==> config.mk <==
export PLATFORM = sky130hd
export DESIGN_NAME = scaleFactorCalc
export DESIGN_NICKNAME = d
export VERILOG_FILES = /design/src/rtl/scf_pkg.sv /design/src/rtl/scf_axis_prep.sv /design/src/rtl/scf_ctrl.sv /design/src/rtl/scf_datapath.sv /design/src/rtl/scaleFactorCalc.sv
export SDC_FILE = /design/constraint.sdc
export NUM_CORES = 1
export LEC_CHECK = 0
export BUFFER_PORTS_ARGS = -buffer_cell sky130_fd_sc_hd__buf_2
export CAP_MARGIN = 20
export CORE_MARGIN = 2
export CORE_UTILIZATION = 35
export DETAILED_ROUTE_END_ITERATION = 8
export PLACE_DENSITY_LB_ADDON = 0.08
export SLEW_MARGIN = 25
export SYNTH_ARGS = -nofsm -noshare
export SYNTH_HDL_FRONTEND = slang
export SYNTH_SLANG_ARGS = --single-unit
==> constraint.sdc <==
create_clock -name clk -period 7.15 [get_ports clk]
set_input_delay 0.3575 -clock clk [delete_from_list [all_inputs] [get_ports clk]]
set_output_delay 0.3575 -clock clk [all_outputs]
set_load 0.1 [all_outputs]
==> src/rtl/scf_pkg.sv <==
package scf_pkg;
  typedef enum logic [1:0] {
    MODE_BYPASS = 2'd0,
    MODE_UP     = 2'd1,
    MODE_DOWN   = 2'd2
  } scaleMode_e;

  typedef enum logic [2:0] {
    ST_IDLE,
    ST_LOAD,
    ST_DIV,
    ST_STORE,
    ST_DONE
  } ctrlState_e;

  // strobes from control to datapath
  typedef struct packed {
    logic capture;  // latch the block inputs
    logic load;     // load divider with the selected axis operands
    logic step;     // one restoring iteration
    logic store;    // write the selected axis result
    logic axisV;    // 0 = horizontal, 1 = vertical
  } ctrlStrobe_t;
endpackage

==> src/rtl/scf_axis_prep.sv <==
module scf_axis_prep
  import scf_pkg::*;
#(
  parameter int SIZE_W  = 13,
  parameter int UP_FRAC = 16,
  parameter int DN_FRAC = 14,
  localparam int NUM_W  = SIZE_W + UP_FRAC
) (
  input  logic [SIZE_W-1:0] src,
  input  logic [SIZE_W-1:0] dst,
  input  logic              downSel,
  output scaleMode_e        mode,
  output logic [NUM_W-1:0]  numer,
  output logic [SIZE_W-1:0] divisor,
  output logic              zeroDiv
);
  logic [SIZE_W-1:0] srcM1, srcM2, dstM1;
  logic [SIZE_W+1:0] tripleDst;
  logic              ratioAbove2;

  always_comb begin
    srcM1       = src - SIZE_W'(1);
    srcM2       = src - SIZE_W'(2);
    dstM1       = dst - SIZE_W'(1);
    // floor(a/b) > 2  <=>  a >= 3*b
    tripleDst   = {2'b00, dstM1} + {1'b0, dstM1, 1'b0};
    ratioAbove2 = {2'b00, srcM1} >= tripleDst;
    numer       = '0;
    divisor     = dstM1;
    if (src == dst) begin
      mode = MODE_BYPASS;
    end else if (src < dst) begin
      mode  = MODE_UP;
      numer = NUM_W'(srcM1) << UP_FRAC;
    end else begin
      mode = MODE_DOWN;
      if (downSel) begin
        numer   = NUM_W'(dst) << UP_FRAC;
        divisor = srcM1;
      end else if (ratioAbove2) begin
        numer = NUM_W'(srcM1) << DN_FRAC;
      end else begin
        numer = NUM_W'(srcM2) << DN_FRAC;
      end
    end
    zeroDiv = (mode != MODE_BYPASS) && (divisor == '0);
  end
endmodule

==> src/rtl/scf_ctrl.sv <==
module scf_ctrl
  import scf_pkg::*;
#(
  parameter int NUM_W = 29,
  localparam int CNT_W = $clog2(NUM_W)
) (
  input  logic        clk,
  input  logic        rstN,
  input  logic        start,
  output ctrlStrobe_t ctl,
  output logic        busy,
  output logic        done
);
  ctrlState_e state, stateNext;
  logic [CNT_W-1:0] bitCnt;
  logic axisV;

  always_comb begin
    stateNext   = state;
    ctl         = '0;
    ctl.axisV   = axisV;
    unique case (state)
      ST_IDLE:  if (start) begin
                  ctl.capture = 1'b1;
                  stateNext   = ST_LOAD;
                end
      ST_LOAD:  begin
                  ctl.load  = 1'b1;
                  stateNext = ST_DIV;
                end
      ST_DIV:   begin
                  ctl.step = 1'b1;
                  if (bitCnt == CNT_W'(NUM_W - 1)) stateNext = ST_STORE;
                end
      ST_STORE: begin
                  ctl.store = 1'b1;
                  stateNext = axisV ? ST_DONE : ST_LOAD;
                end
      ST_DONE:  stateNext = ST_IDLE;
      default:  stateNext = ST_IDLE;
    endcase
  end

  always_ff @(posedge clk or negedge rstN) begin
    if (!rstN) begin
      state  <= ST_IDLE;
      bitCnt <= '0;
      axisV  <= 1'b0;
    end else begin
      state <= stateNext;
      if (ctl.capture) axisV <= 1'b0;
      else if (ctl.store) axisV <= 1'b1;
      if (ctl.load) bitCnt <= '0;
      else if (ctl.step) bitCnt <= bitCnt + CNT_W'(1);
    end
  end

  assign busy = (state != ST_IDLE) && (state != ST_DONE);
  assign done = (state == ST_DONE);
endmodule

==> src/rtl/scf_datapath.sv <==
module scf_datapath
  import scf_pkg::*;
#(
  parameter int SIZE_W  = 13,
  parameter int FACT_W  = 16,
  parameter int UP_FRAC = 16,
  parameter int DN_FRAC = 14,
  localparam int NUM_W  = SIZE_W + UP_FRAC
) (
  input  logic              clk,
  input  logic              rstN,
  input  ctrlStrobe_t       ctl,
  input  logic [SIZE_W-1:0] srcWidth,
  input  logic [SIZE_W-1:0] srcHeight,
  input  logic [SIZE_W-1:0] dstWidth,
  input  logic [SIZE_W-1:0] dstHeight,
  input  logic              hDownSel,
  input  logic              vDownSel,
  output logic [1:0]        hMode,
  output logic [FACT_W-1:0] hFactor,
  output logic [1:0]        vMode,
  output logic [FACT_W-1:0] vFactor,
  output logic              zeroDiv
);
  logic [SIZE_W-1:0] capSrc [2];
  logic [SIZE_W-1:0] capDst [2];
  logic [1:0]        capSel;

  scaleMode_e        prepMode [2];
  logic [NUM_W-1:0]  prepNumer [2];
  logic [SIZE_W-1:0] prepDiv [2];
  logic [1:0]        prepZero;

  for (genvar ax = 0; ax < 2; ax++) begin : gAxis
    scf_axis_prep #(.SIZE_W(SIZE_W), .UP_FRAC(UP_FRAC), .DN_FRAC(DN_FRAC)) uPrep (
      .src(capSrc[ax]), .dst(capDst[ax]), .downSel(capSel[ax]),
      .mode(prepMode[ax]), .numer(prepNumer[ax]), .divisor(prepDiv[ax]),
      .zeroDiv(prepZero[ax])
    );
  end

  logic [NUM_W-1:0]  quo;
  logic [SIZE_W-1:0] rem, divR;
  scaleMode_e        curMode;
  logic              curErr;
  logic [SIZE_W:0]   trial;
  logic              fits;
  logic [FACT_W-1:0] result;

  always_comb begin
    trial  = {rem, quo[NUM_W-1]};
    fits   = trial >= {1'b0, divR};
    result = (curMode == MODE_BYPASS || curErr) ? '0 : quo[FACT_W-1:0];
  end

  always_ff @(posedge clk or negedge rstN) begin
    if (!rstN) begin
      capSrc[0] <= '0; capSrc[1] <= '0;
      capDst[0] <= '0; capDst[1] <= '0;
      capSel    <= '0;
      quo       <= '0;
      rem       <= '0;
      divR      <= '0;
      curMode   <= MODE_BYPASS;
      curErr    <= 1'b0;
      hMode     <= '0;
      hFactor   <= '0;
      vMode     <= '0;
      vFactor   <= '0;
      zeroDiv   <= 1'b0;
    end else begin
      if (ctl.capture) begin
        capSrc[0] <= srcWidth;  capDst[0] <= dstWidth;
        capSrc[1] <= srcHeight; capDst[1] <= dstHeight;
        capSel    <= {vDownSel, hDownSel};
        zeroDiv   <= 1'b0;
      end
      if (ctl.load) begin
        quo     <= prepNumer[ctl.axisV];
        rem     <= '0;
        divR    <= prepDiv[ctl.axisV];
        curMode <= prepMode[ctl.axisV];
        curErr  <= prepZero[ctl.axisV];
      end else if (ctl.step) begin
        rem <= fits ? SIZE_W'(trial - {1'b0, divR}) : trial[SIZE_W-1:0];
        quo <= {quo[NUM_W-2:0], fits};
      end
      if (ctl.store) begin
        if (ctl.axisV) begin
          vMode   <= curMode;
          vFactor <= result;
        end else begin
          hMode   <= curMode;
          hFactor <= result;
        end
        zeroDiv <= zeroDiv | curErr;
      end
    end
  end
endmodule

==> src/rtl/scaleFactorCalc.sv <==
module scaleFactorCalc
  import scf_pkg::*;
#(
  parameter int SIZE_W  = 13,
  parameter int FACT_W  = 16,
  parameter int UP_FRAC = 16,
  parameter int DN_FRAC = 14,
  localparam int NUM_W  = SIZE_W + UP_FRAC
) (
  input  logic              clk,
  input  logic              rstN,
  input  logic              start,
  input  logic [SIZE_W-1:0] srcWidth,
  input  logic [SIZE_W-1:0] srcHeight,
  input  logic [SIZE_W-1:0] dstWidth,
  input  logic [SIZE_W-1:0] dstHeight,
  input  logic              hDownSel,
  input  logic              vDownSel,
  output logic              busy,
  output logic              done,
  output logic [1:0]        hMode,
  output logic [FACT_W-1:0] hFactor,
  output logic [1:0]        vMode,
  output logic [FACT_W-1:0] vFactor,
  output logic              zeroDiv
);
  ctrlStrobe_t ctl;

  scf_ctrl #(.NUM_W(NUM_W)) uCtrl (
    .clk(clk), .rstN(rstN), .start(start), .ctl(ctl), .busy(busy), .done(done)
  );

  scf_datapath #(.SIZE_W(SIZE_W), .FACT_W(FACT_W), .UP_FRAC(UP_FRAC),
                 .DN_FRAC(DN_FRAC)) uPath (
    .clk(clk), .rstN(rstN), .ctl(ctl),
    .srcWidth(srcWidth), .srcHeight(srcHeight),
    .dstWidth(dstWidth), .dstHeight(dstHeight),
    .hDownSel(hDownSel), .vDownSel(vDownSel),
    .hMode(hMode), .hFactor(hFactor), .vMode(vMode), .vFactor(vFactor),
    .zeroDiv(zeroDiv)
  );
endmodule

After elaboration in Yosys (flattened, before gate mapping)

Cells that the tools add are included.
Widths: inputs -> output; s select.

Reduce and logical (&&, ||, !) cells: 16
$add $sub $neg: 10
Mux-type cells: 50
Magnitude comparators: 7
Bitwise gates (word level): 3
Equal/unequal tests: 10

Operator list:

| operator              | count |
|---|---|
| $mux 29               | 11 |
| $mux 13               | 12 |
| $mux 27               | 2 |
| $sub 13x1->13 const B | 4 |
| $add 13x14->15        | 2 |
| $ge 13x15->1          | 2 |
| $eq 13x13->1          | 2 |
| $logic_not 13->1      | 2 |
| $lt 13x13->1          | 2 |
| $sub 13x2->13 const B | 2 |
| $mux 16               | 1 |
| $ge 14x13->1          | 1 |
| $mux 2                | 7 |
| $sub 13x13->13        | 1 |
| $pmux 3 s4            | 1 |
| $mux 1                | 11 |
| $mux 5                | 2 |
| $mux 3                | 3 |
| $reduce_bool 2->1     | 4 |
| $eq 3x2->1 const B    | 2 |
| $reduce_and 2->1      | 3 |
| $add 5x1->5 const B   | 1 |
| $eq 5x5->1 const B    | 1 |
| $eq 3x1->1 const B    | 1 |
| other kinds (14)      | 16 |

Output and inout port bits: 39
Register bits after elaboration: 158
Word-level logic and storage cells: 114
Input bits: 57

Logic depth before layout (Yosys ltp)

Gate-level depths: netlist of run 1.

Depth in word-level cells: 11
Mapped depth: 32
Depth with buffers taken out: 29

Modules after synthesis

A second synthesis of run 1 with hierarchy kept.

Cells, all modules: 1526
Area total of the unflattened synthesis: 13346.6 um^2

By module, submodules not included:

| module                                | seq. area each (um^2) | area each (um^2) | cells each | times used |
|---|---|---|---|---|
| scf_datapath                          | 3728.6                | 7201.9           | 661        | 1 |
| scf_axis_prep at uPath.gAxis[0].uPrep | 0.0                   | 2932.8           | 422        | 1 |
| scf_axis_prep at uPath.gAxis[1].uPrep | 0.0                   | 2720.1           | 397        | 1 |
| scf_ctrl                              | 225.2                 | 491.7            | 46         | 1 |

Worst setup path after synthesis of run 1

No wires, ideal clock.

Path type: register -> register
Start: reg uPath.capDst[0] in the netlist's numbering
End: reg uPath.quo[24]
Slack: 1431 ps
Data arrival time: 5582 ps
Required time: 7013 ps
Clock period less this slack: 5719 ps
Path buffers: 3
Cell stages (with the launch flop): 31
Setup time: 137 ps
Path through: dfrtp_1 inv_1 ha_1 buf_2 nor3b_1 xnor2_1 inv_1 ha_1 o21ai_0 o32ai_1 a211oi_1 nor3_1 o31ai_1 or2_1 clkbuf_1 nor2_1 o22ai_1 or3_1 a32oi_1 xor2_1 ha_1 nor2_1 a2111oi_0 nand3_1 nor4_2 buf_6 mux2i_2 nand3_1 xnor2_1 a31oi_1 o41ai_1

Cells in the longest elaborated chain, start to end: 11
Elaborated cells on any way between the ends: 13
Classes of those cells: 2 x add/sub; 2 x order compare; 1 x eq/ne; 8 x mux

Ends and longest elaborated chain:

| item                                           | RTL line            | RTL |
|---|---|---|
| from (decl)                                    | scf_datapath.sv:26  | `logic [SIZE_W-1:0] capDst [2];` |
| $sub 13x1->13                                  | scf_axis_prep.sv:24 | `dstM1 = dst - SIZE_W'(1);` |
| $add 13x14->15                                 | scf_axis_prep.sv:26 | `tripleDst = {2'b00, dstM1} + {1'b0, dstM1, 1'b0};` |
| $ge 13x15->1                                   | scf_axis_prep.sv:27 | `ratioAbove2 = {2'b00, srcM1} >= tripleDst;` |
| $mux 27                                        | scf_axis_prep.sv:40 | `end else if (ratioAbove2) begin` |
| $mux 29                                        | scf_axis_prep.sv:37 | `if (downSel) begin` |
| $mux 29                                        | scf_axis_prep.sv:32 | `end else if (src < dst) begin` |
| $mux 29 (*)                                    | scf_axis_prep.sv:30 | `if (src == dst) begin` |
| $mux 29 (implied by the code) (*) (3 in a row) | scf_datapath.sv:79  | `quo <= prepNumer[ctl.axisV];` |
| $mux 29 (*)                                    | scf_datapath.sv:78  | `if (ctl.load) begin` |
| to (signal assigned)                           | scf_datapath.sv:79  |  |
| to (signal assigned)                           | scf_datapath.sv:86  | `quo <= {quo[NUM_W-2:0], fits};` |
| to (decl)                                      | scf_datapath.sv:42  | `logic [NUM_W-1:0] quo;` |

Mark *: on every way between the ends. The rest lies on a longest branch, timed or not. The select of a mux whose other input is x is not followed.
A chain may end at the register's enable or synchronous reset.

Worst setup path after layout of run 1

Ends and elaborated chain as after synthesis.

==> reports/results.ini, run 1 <==
[finish]
fin_util_pct = 40.09
fill_cells = 3578
final_common_cell = nand2_1
drive_gt1_share_pct = 13.49
final_cell_mix = 191 x nand2_1, 158 x dfrtp_1, 132 x o21ai_0
nets = 1632
antenna_cells = 0
final_cells = 1945
syn2layout_area_growth_pct = 12.00

[setup_path]
critPathMaxFanout = 12
criticalPathCategory = register to register
cp.arrival_ns = 6.77
crit_required_ns = 7.47
start_kind = register
worst_path_most_repeated_cell = ha_1
end_kind = register
cp_slowest_stage_delay_ns = 0.46
crit_slowest_cell = dfrtp_1

[placed_design]
dp_hpwl_mm = 29.03
gp_congestion = 0.8915
io_buffers = 95
place_inst = 1913

[synth]
synthArstFlopShare_pct = 100.0
syn_area_sq_mm = 0.01206
synth_compound_area_share_pct = 20.93
synth_cell_types = 84
synth_top_family_by_area = compound AO/OA/AOI/OAI gates
seq_area_frac_synth_pct = 32.78
synth-xor-area-share_pct = 7.780
synth-seq-cells = 158
synth_nets = 1579
ys_dominant_reg_cell = dfrtp_1
synthSimpleGateAreaFrac_pct = 18.79
synth-edff-count = 0
yosys.area_share.adder_pct = 9.627
syn_avg_cell_area_sq_um = 8.429
synthMuxAreaShare_pct = 4.647
yosysWarnings = 0
syn_inst = 1431

[clocking]
tritoncts.num_buffers = 17
clock_sinks = 158
path_clk_slew_ns = 0.08
ctsResizeCount = 0
cts_root_buffer = clkbuf_16
cts_setup_buffers = 0
cts_tree = yes
ctsLongestPathBuffers = 2
cts_max_level = 4
insertion_delay_ns = 0.46
postCtsHoldBufs = 0

[routing]
wl_met2_mm = 16.88
drt-met1-wl_mm = 18.57
vias = 10722
vias_per_cell = 5.513
drt-wirelength-per-cell_microns = 19.59
top_layer = met4
dr.pass1.iters = 5
wl_mm = 38.10
initialDrtViolationCount = 831
wl_met3_mm = 1.883
drc = 0
ant_nets = 0

[timing]
report.final.setup_viol = 0
final_max_slew_viol_count = 0
period_minus_slack_ns = 6.446
finalHoldViolCount = 2
clock_skew_ns = 0.01995
tightest_slew_ns = 0.9880
fin_hold_ws_ns = -0.01228
fin_crit_sh_pct = 90.15
max_slew_margin_pct = 34.13
clock.fmax_mhz = 155.1
fin_setup_tns_ns = 0
rsz0062_at_grt = no

[grt]
grt_pass1_wl_mm = 60.62
grt_overflow = 0
antenna_found_initial = 0
grt_pass1_vias = 10376
grt_max_degree = 100
track_usage_pct = 21.67

[job]
maxCapViolCount = 0

[die]
core_sq_mm = 0.03370
initial_core_util_pct = 35.79
num_io_pins = 96
row_count = 67
die_h_microns = 189.6
dieArea_sq_mm = 0.03596
dieWidth_microns = 189.6

[min_path]
min_path_type = input pin to asynchronous set/reset pin

[status]
violations = hold timing
status = finished, violations left

[worst max-delay path, delay by kind of cell (launching register included)]
| family | cells | cell delay [ns] |
|---|---|---|
| xor gates and xnor gates | 3 | 0.57 |
| muxes | 1 | 0.31 |
| DFF | 1 | 0.46 |
| buffers and inverters | 3 | 0.55 |
| adders and majority gates | 3 | 0.88 |
| AOI/OAI and AO/OA | 9 | 1.44 |
| and+or+nand+nor | 9 | 2.07 |
[per-layer routing]
layer	vias up	track usage, %
met5	-	0
met4	0	6.231
met3	47	3.376
met2	299	33.26
met1	5140	31.45
li1	5236	-
[cells in the mapped netlist, types with 21 or more instances]
cell type / number / share of area, %
o21ai_0: 132 / 5.5
xor2_1: 28 / 2.0
ha_1: 88 / 9.1
a31oi_1: 22 / 1.1
a211oi_1: 21 / 1.3
nand3_1: 47 / 2.0
nor2_1: 83 / 2.6
o211ai_1: 21 / 1.3
clkbuf_1: 57 / 1.8
xnor2_1: 68 / 4.9
nand2_1: 191 / 5.9
nor3_1: 25 / 1.0
mux2i_1: 22 / 1.8
dfrtp_1: 158 / 33
mux2_2: 29 / 2.7
inv_1: 85 / 2.6
a21oi_1: 77 / 3.2
[sequential cells by signal, indices dropped and copies added (netlist names), 3 cells and up]
name	cells
uCtrl.bitCnt	5
uPath.hFactor	16
uPath.vFactor	16
uPath.rem	13
uPath.divR	13
uCtrl.state	3
uPath.capDst	26
uPath.quo	29
uPath.capSrc	26
[through the flow]
step	hold WS [ns]	setup slack [ns]	instance area [sq um]
finish	-0.01228	0.7044	13510
global route	0.04543	0.09277	13510
detailed placement	0.4655	0.7718	12900
CTS	0.05542	0.7338	13500
global placement	0.4576	0.9832	12900
floorplan	0.06191	1.431	12060
[kinds of logic after synthesis]
logic type,after synthesis
AND/OR/NAND/NOR,463
multiplexers,52
XOR/XNOR,102
adder cells (fa/ha/maj),91
buffers and inverters,164
AO/OA/AOI/OAI,401
flip-flops,158
[cell type report]
type                       instances  area, sq um  share of cell area, %
tap                              448        560.5                  4.149
timing repair buffer             109        589.3                  4.362
inverter                          89        334.1                  2.473
clock inverter                    15        182.7                  1.352
multi-input combinational       1109         7463                  55.25
sequential                       158         3954                  29.27
clock buffer                      17        425.4                  3.149
[worst paths after layout]
path | startpoint | endpoint | slack [ns] | depth (start not counted)
worst max-delay path | uPath.capDst[0]$_DFFE_PN0P_ | uPath.quo[24]$_DFFE_PN0P_ | 0.70 | 28
worst min-delay path | rstN | uPath.hFactor[7]$_DFFE_PN0P_ | -0.01 | 1
worst max register to register | uPath.capDst[0]$_DFFE_PN0P_ | uPath.quo[24]$_DFFE_PN0P_ | 0.70 | 28
worst min register to register | uPath.hFactor[6]$_DFFE_PN0P_ | uPath.hFactor[6]$_DFFE_PN0P_ | 0.47 | 2
max in group asynchronous | rstN | uPath.capSrc[19]$_DFFE_PN0P_ | 5.76 | 2
min in group clk | dstWidth[6] | uPath.capDst[19]$_DFFE_PN0P_ | 0.10 | 3
Power of run 1 is not shown: default switching activity piles up to over one toggle a cycle in this logic, so the estimate is an artifact.
==> run 2: changes to the inputs <==
CELL_PAD_IN_SITES_DETAIL_PLACEMENT = 0   (was not set)
CELL_PAD_IN_SITES_GLOBAL_PLACEMENT = 2   (was not set)
CORE_UTILIZATION = 38   (was 35)
==> reports/results.ini, run 2 (synthesis results as in run 1) <==
[timing]
fin_crit_sh_pct = 88.36
finalHoldViolCount = 4
fin_setup_tns_ns = 0
period_minus_slack_ns = 6.318
final_max_slew_viol_count = 0
clock.fmax_mhz = 158.3
tightest_slew_ns = 0.9164
rsz0062_at_grt = no
clock_skew_ns = 0.01460
fin_hold_ws_ns = -0.008506
report.final.setup_viol = 0
max_slew_margin_pct = 38.91

[clocking]
cts_root_buffer = clkbuf_16
tritoncts.num_buffers = 17
cts_tree = yes
cts_max_level = 4
clock_sinks = 158
insertion_delay_ns = 0.45
ctsLongestPathBuffers = 2
path_clk_slew_ns = 0.07
postCtsHoldBufs = 0
cts_setup_buffers = 0
ctsResizeCount = 0

[finish]
antenna_cells = 0
fin_util_pct = 42.73
nets = 1634
syn2layout_area_growth_pct = 11.21
final_cells = 1901
largest_reg_flops = 29
top_regs = uPath.quo x29, uPath.capDst x26, uPath.capSrc x26
final_common_cell = nand2_1
final_cell_mix = 191 x nand2_1, 158 x dfrtp_1, 132 x o21ai_0
fill_cells = 3241
drive_gt1_share_pct = 13.54
largest_register = uPath.quo
stdcell_area_sq_mm = 0.01341

[routing]
initialDrtViolationCount = 699
vias_per_cell = 5.601
wl_mm = 38.41
dr.pass1.iters = 5
drc = 0
drt-wirelength-per-cell_microns = 20.21
ant_nets = 0
vias = 10647

[die]
core_sq_mm = 0.03139
dieWidth_microns = 182.2
dieArea_sq_mm = 0.03318
initial_core_util_pct = 38.42
num_io_pins = 96
row_count = 65
die_h_microns = 182.2

[setup_path]
r2r-end = uPath.quo[18]$_DFFE_PN0P_
worst_path_most_repeated_cell = ha_1
cp_slowest_stage_delay_ns = 0.46
start_kind = register
critPathMaxFanout = 12
reg2reg_slack_ns = 0.83
crit_required_ns = 7.52
reg2reg_from = uPath.capDst[0]$_DFFE_PN0P_
criticalPathCategory = register to register
cp.arrival_ns = 6.68
rr_worst_depth = 28
crit_slowest_cell = dfrtp_1
end_kind = register

[placed_design]
io_buffers = 95
gp_congestion = 0.8585
dp_hpwl_mm = 29.25
place_area_sq_mm = 0.01286
place_inst = 1869

[grt]
grt_pass1_wl_mm = 60.41
antenna_found_initial = 0
grt_max_degree = 94
grt_pass1_vias = 10234
grt_overflow = 0
track_usage_pct = 23.55

[job]
maxCapViolCount = 0

[status]
status = finished, violations left
violations = hold timing

[min_path]
min_path_type = input pin to asynchronous set/reset pin

## run 2: layout make-up
class | instances | area, sq um | area share [%]
well taps | 402 | 503.0 | 3.750
clock buffers | 19 | 442.9 | 3.302
flip-flops and latches | 158 | 3954 | 29.47
clock inverters | 13 | 115.1 | 0.8581
inverters | 89 | 334.1 | 2.490
repair buffers | 111 | 601.8 | 4.487
multi-input cells | 1109 | 7463 | 55.64
## run 2: metrics by stage
step                hold WS [ns]  setup slack (ns)
floorplan                0.06191             1.431
global placement          0.4557            0.9968
detailed placement        0.4648            0.8249
CTS                      0.02312            0.7920
global route             0.05601            0.2039
finish                 -0.008506            0.8320
## run 2: worst max-delay path by stage
| stage | from | endpoint | depth (start not counted) |
|---|---|---|---|
| final | uPath.capDst[0]$_DFFE_PN0P_ | uPath.quo[18]$_DFFE_PN0P_ | 28 |
| after global routing | uPath.capDst[0]$_DFFE_PN0P_ | uPath.quo[18]$_DFFE_PN0P_ | 28 |
| after CTS | uPath.capDst[0]$_DFFE_PN0P_ | uPath.quo[18]$_DFFE_PN0P_ | 28 |
| after detailed placement | uPath.capDst[0]$_DFFE_PN0P_ | uPath.quo[18]$_DFFE_PN0P_ | 28 |
| after global placement | uPath.capDst[0]$_DFFE_PN0P_ | uPath.quo[26]$_DFFE_PN0P_ | 28 |
| after floorplan | uPath.capDst[0]$_DFFE_PN0P_ | uPath.quo[24]$_DFFE_PN0P_ | 30 |
## run 2: per-layer routing
| layer | share of wire [%] | track usage (%) | up-vias |
|---|---|---|---|
| met5 | 0 | 0 | - |
| met4 | 1.8 | 6.613 | 0 |
| met3 | 4.1 | 3.432 | 32 |
| met2 | 45 | 36.61 | 243 |
| met1 | 49 | 34.07 | 5142 |
| li1 | - | - | 5230 |
## run 2: worst max-delay path: cells and delay by family (launching register included)
| kind | cells | cell delay, ns |
|---|---|---|
| compound gates | 9 | 1.42 |
| xor+xnor | 3 | 0.57 |
| fa+ha+maj | 3 | 0.87 |
| buf+inv | 3 | 0.53 |
| flops | 1 | 0.46 |
| mux | 1 | 0.36 |
| simple gates | 9 | 2.01 |
Power of run 2 is left out for the same reason.
==> run 3: changes to the inputs <==
BUFFER_PORTS_ARGS = -buffer_cell sky130_fd_sc_hd__buf_4   (was -buffer_cell sky130_fd_sc_hd__buf_2)
==> reports/results.ini, run 3 (synthesis results as in run 1) <==
[grt]
grt_pass1_vias = 10374
grt_max_degree = 99
track_usage_pct = 23.52
antenna_found_initial = 0
grt_pass1_wl_mm = 60.53
grt_overflow = 0

[setup_path]
critPathMaxFanout = 12
start_kind = register
reg2reg_from = uPath.capDst[0]$_DFFE_PN0P_
crit_required_ns = 7.48
r2r-end = uPath.quo[19]$_DFFE_PN0P_
cp.arrival_ns = 6.62
crit_slowest_cell = dfrtp_1
criticalPathCategory = register to register
rr_worst_depth = 28
reg2reg_slack_ns = 0.87
end_kind = register
cp_slowest_stage_delay_ns = 0.46

[min_path]
holdPathStages = 3
whs_endpoint = uPath.capDst[9]$_DFFE_PN0P_
worstHoldStart = dstHeight[9]
min_path_type = input pin to register

[die]
core_sq_mm = 0.03139
die_h_microns = 182.2
initial_core_util_pct = 38.42
dieArea_sq_mm = 0.03318
dieWidth_microns = 182.2
num_io_pins = 96
row_count = 65

[timing]
fin_setup_tns_ns = 0
fin_crit_sh_pct = 87.90
finalHoldViolCount = 0
final_max_slew_viol_count = 0
period_minus_slack_ns = 6.285
tightest_slew_ns = 0.8890
clock.fmax_mhz = 159.1
report.final.setup_viol = 0
fin_ws_ns = 0.8650
clock_skew_ns = 0.01547
fin_hold_ws_ns = 0.1118
max_slew_margin_pct = 40.73
rsz0062_at_grt = no

[clocking]
cts_max_level = 4
path_clk_slew_ns = 0.07
tritoncts.num_buffers = 17
cts_tree = yes
ctsLongestPathBuffers = 2
cts_setup_buffers = 0
cts_root_buffer = clkbuf_16
clock_sinks = 158
insertion_delay_ns = 0.45

[placed_design]
dp_hpwl_mm = 28.92
dp_slack_ns = 0.8735
io_buffers = 95
place_area_sq_mm = 0.01308
gp_congestion = 0.8579

[finish]
largest_reg_flops = 29
nets = 1634
final_common_cell = nand2_1
largest_register = uPath.quo
stdcell_area_sq_mm = 0.01370
drive_gt1_share_pct = 13.61
antenna_cells = 0
final_cell_mix = 191 x nand2_1, 158 x dfrtp_1, 132 x o21ai_0
top_regs = uPath.quo x29, uPath.capDst x26, uPath.capSrc x26
syn2layout_area_growth_pct = 13.56

[routing]
vias = 10684
initialDrtViolationCount = 766
vias_per_cell = 5.620
drt-wirelength-per-cell_microns = 20.22
ant_nets = 0
wl_mm = 38.44
drc = 0
dr.pass1.iters = 6

[status]
status = completed

[job]
maxCapViolCount = 0

-- run 3: cell types whose count changed in the layout (fill, tap and decap cells not counted), moves of 2 or more --
cell,delta
buf_2,-94
buf_4,+92
clkbuf_8,+3
inv_6,-3
clkinvlp_4,+2
-- run 3: critical path: cells and delay by family, from the launching register on --
family,cells,cell delay [ns]
flip-flops,1,0.46
buffers and inverters,3,0.52
adder cells (fa/ha/maj),3,0.89
XOR/XNOR,3,0.57
AND/OR/NAND/NOR,12,2.60
AO/OA/AOI/OAI,7,1.10
-- run 3: routing by layer --
layer / wire length, microns / vias to the layer above / global-route usage [%]
met2: 17160 / 247 / 36.56
met5: 0 / - / 0
li1: - / 5245 / -
met4: 833 / 0 / 7.419
met1: 18910 / 5147 / 33.62
met3: 1538 / 45 / 3.532
-- run 3: cell type report --
type                            count  area, sq um
Clock buffer                       21        480.5
Sequential cell                   158         3954
Fill cell                        3161        17700
Multi-Input combinational cell   1109         7470
Inverter                           89        334.1
Timing Repair Buffer              111        859.6
Clock inverter                     11        96.34
Tap cell                          402        503.0
-- run 3: worst max-delay path by stage --
stage	startpoint	end	slack [ns]	cells after the start
after floorplan	uPath.capDst[0]$_DFFE_PN0P_	uPath.quo[24]$_DFFE_PN0P_	1.43	30
after global placement	uPath.capDst[0]$_DFFE_PN0P_	uPath.quo[24]$_DFFE_PN0P_	0.98	28
after detailed placement	uPath.capDst[0]$_DFFE_PN0P_	uPath.quo[18]$_DFFE_PN0P_	0.87	28
after CTS	uPath.capDst[0]$_DFFE_PN0P_	uPath.quo[24]$_DFFE_PN0P_	0.83	28
after global routing	uPath.capDst[0]$_DFFE_PN0P_	uPath.quo[22]$_DFFE_PN0P_	0.13	28
final	uPath.capDst[0]$_DFFE_PN0P_	uPath.quo[19]$_DFFE_PN0P_	0.87	28
-- run 3: metrics by stage --
step / util, % / instances
floorplan: - / 1431
global placement: 41.65 / 1867
detailed placement: 41.65 / 1867
CTS: 43.49 / 1899
global route: 43.63 / 1901
finish: 43.63 / 1901
-- run 3: repair_timing --
action	4_1_cts	5_1_grt
endpoints found under the hold margin	0	27
hold buffers	0	1
gates resized for setup	0	0
Power of run 3 is left out for the same reason.
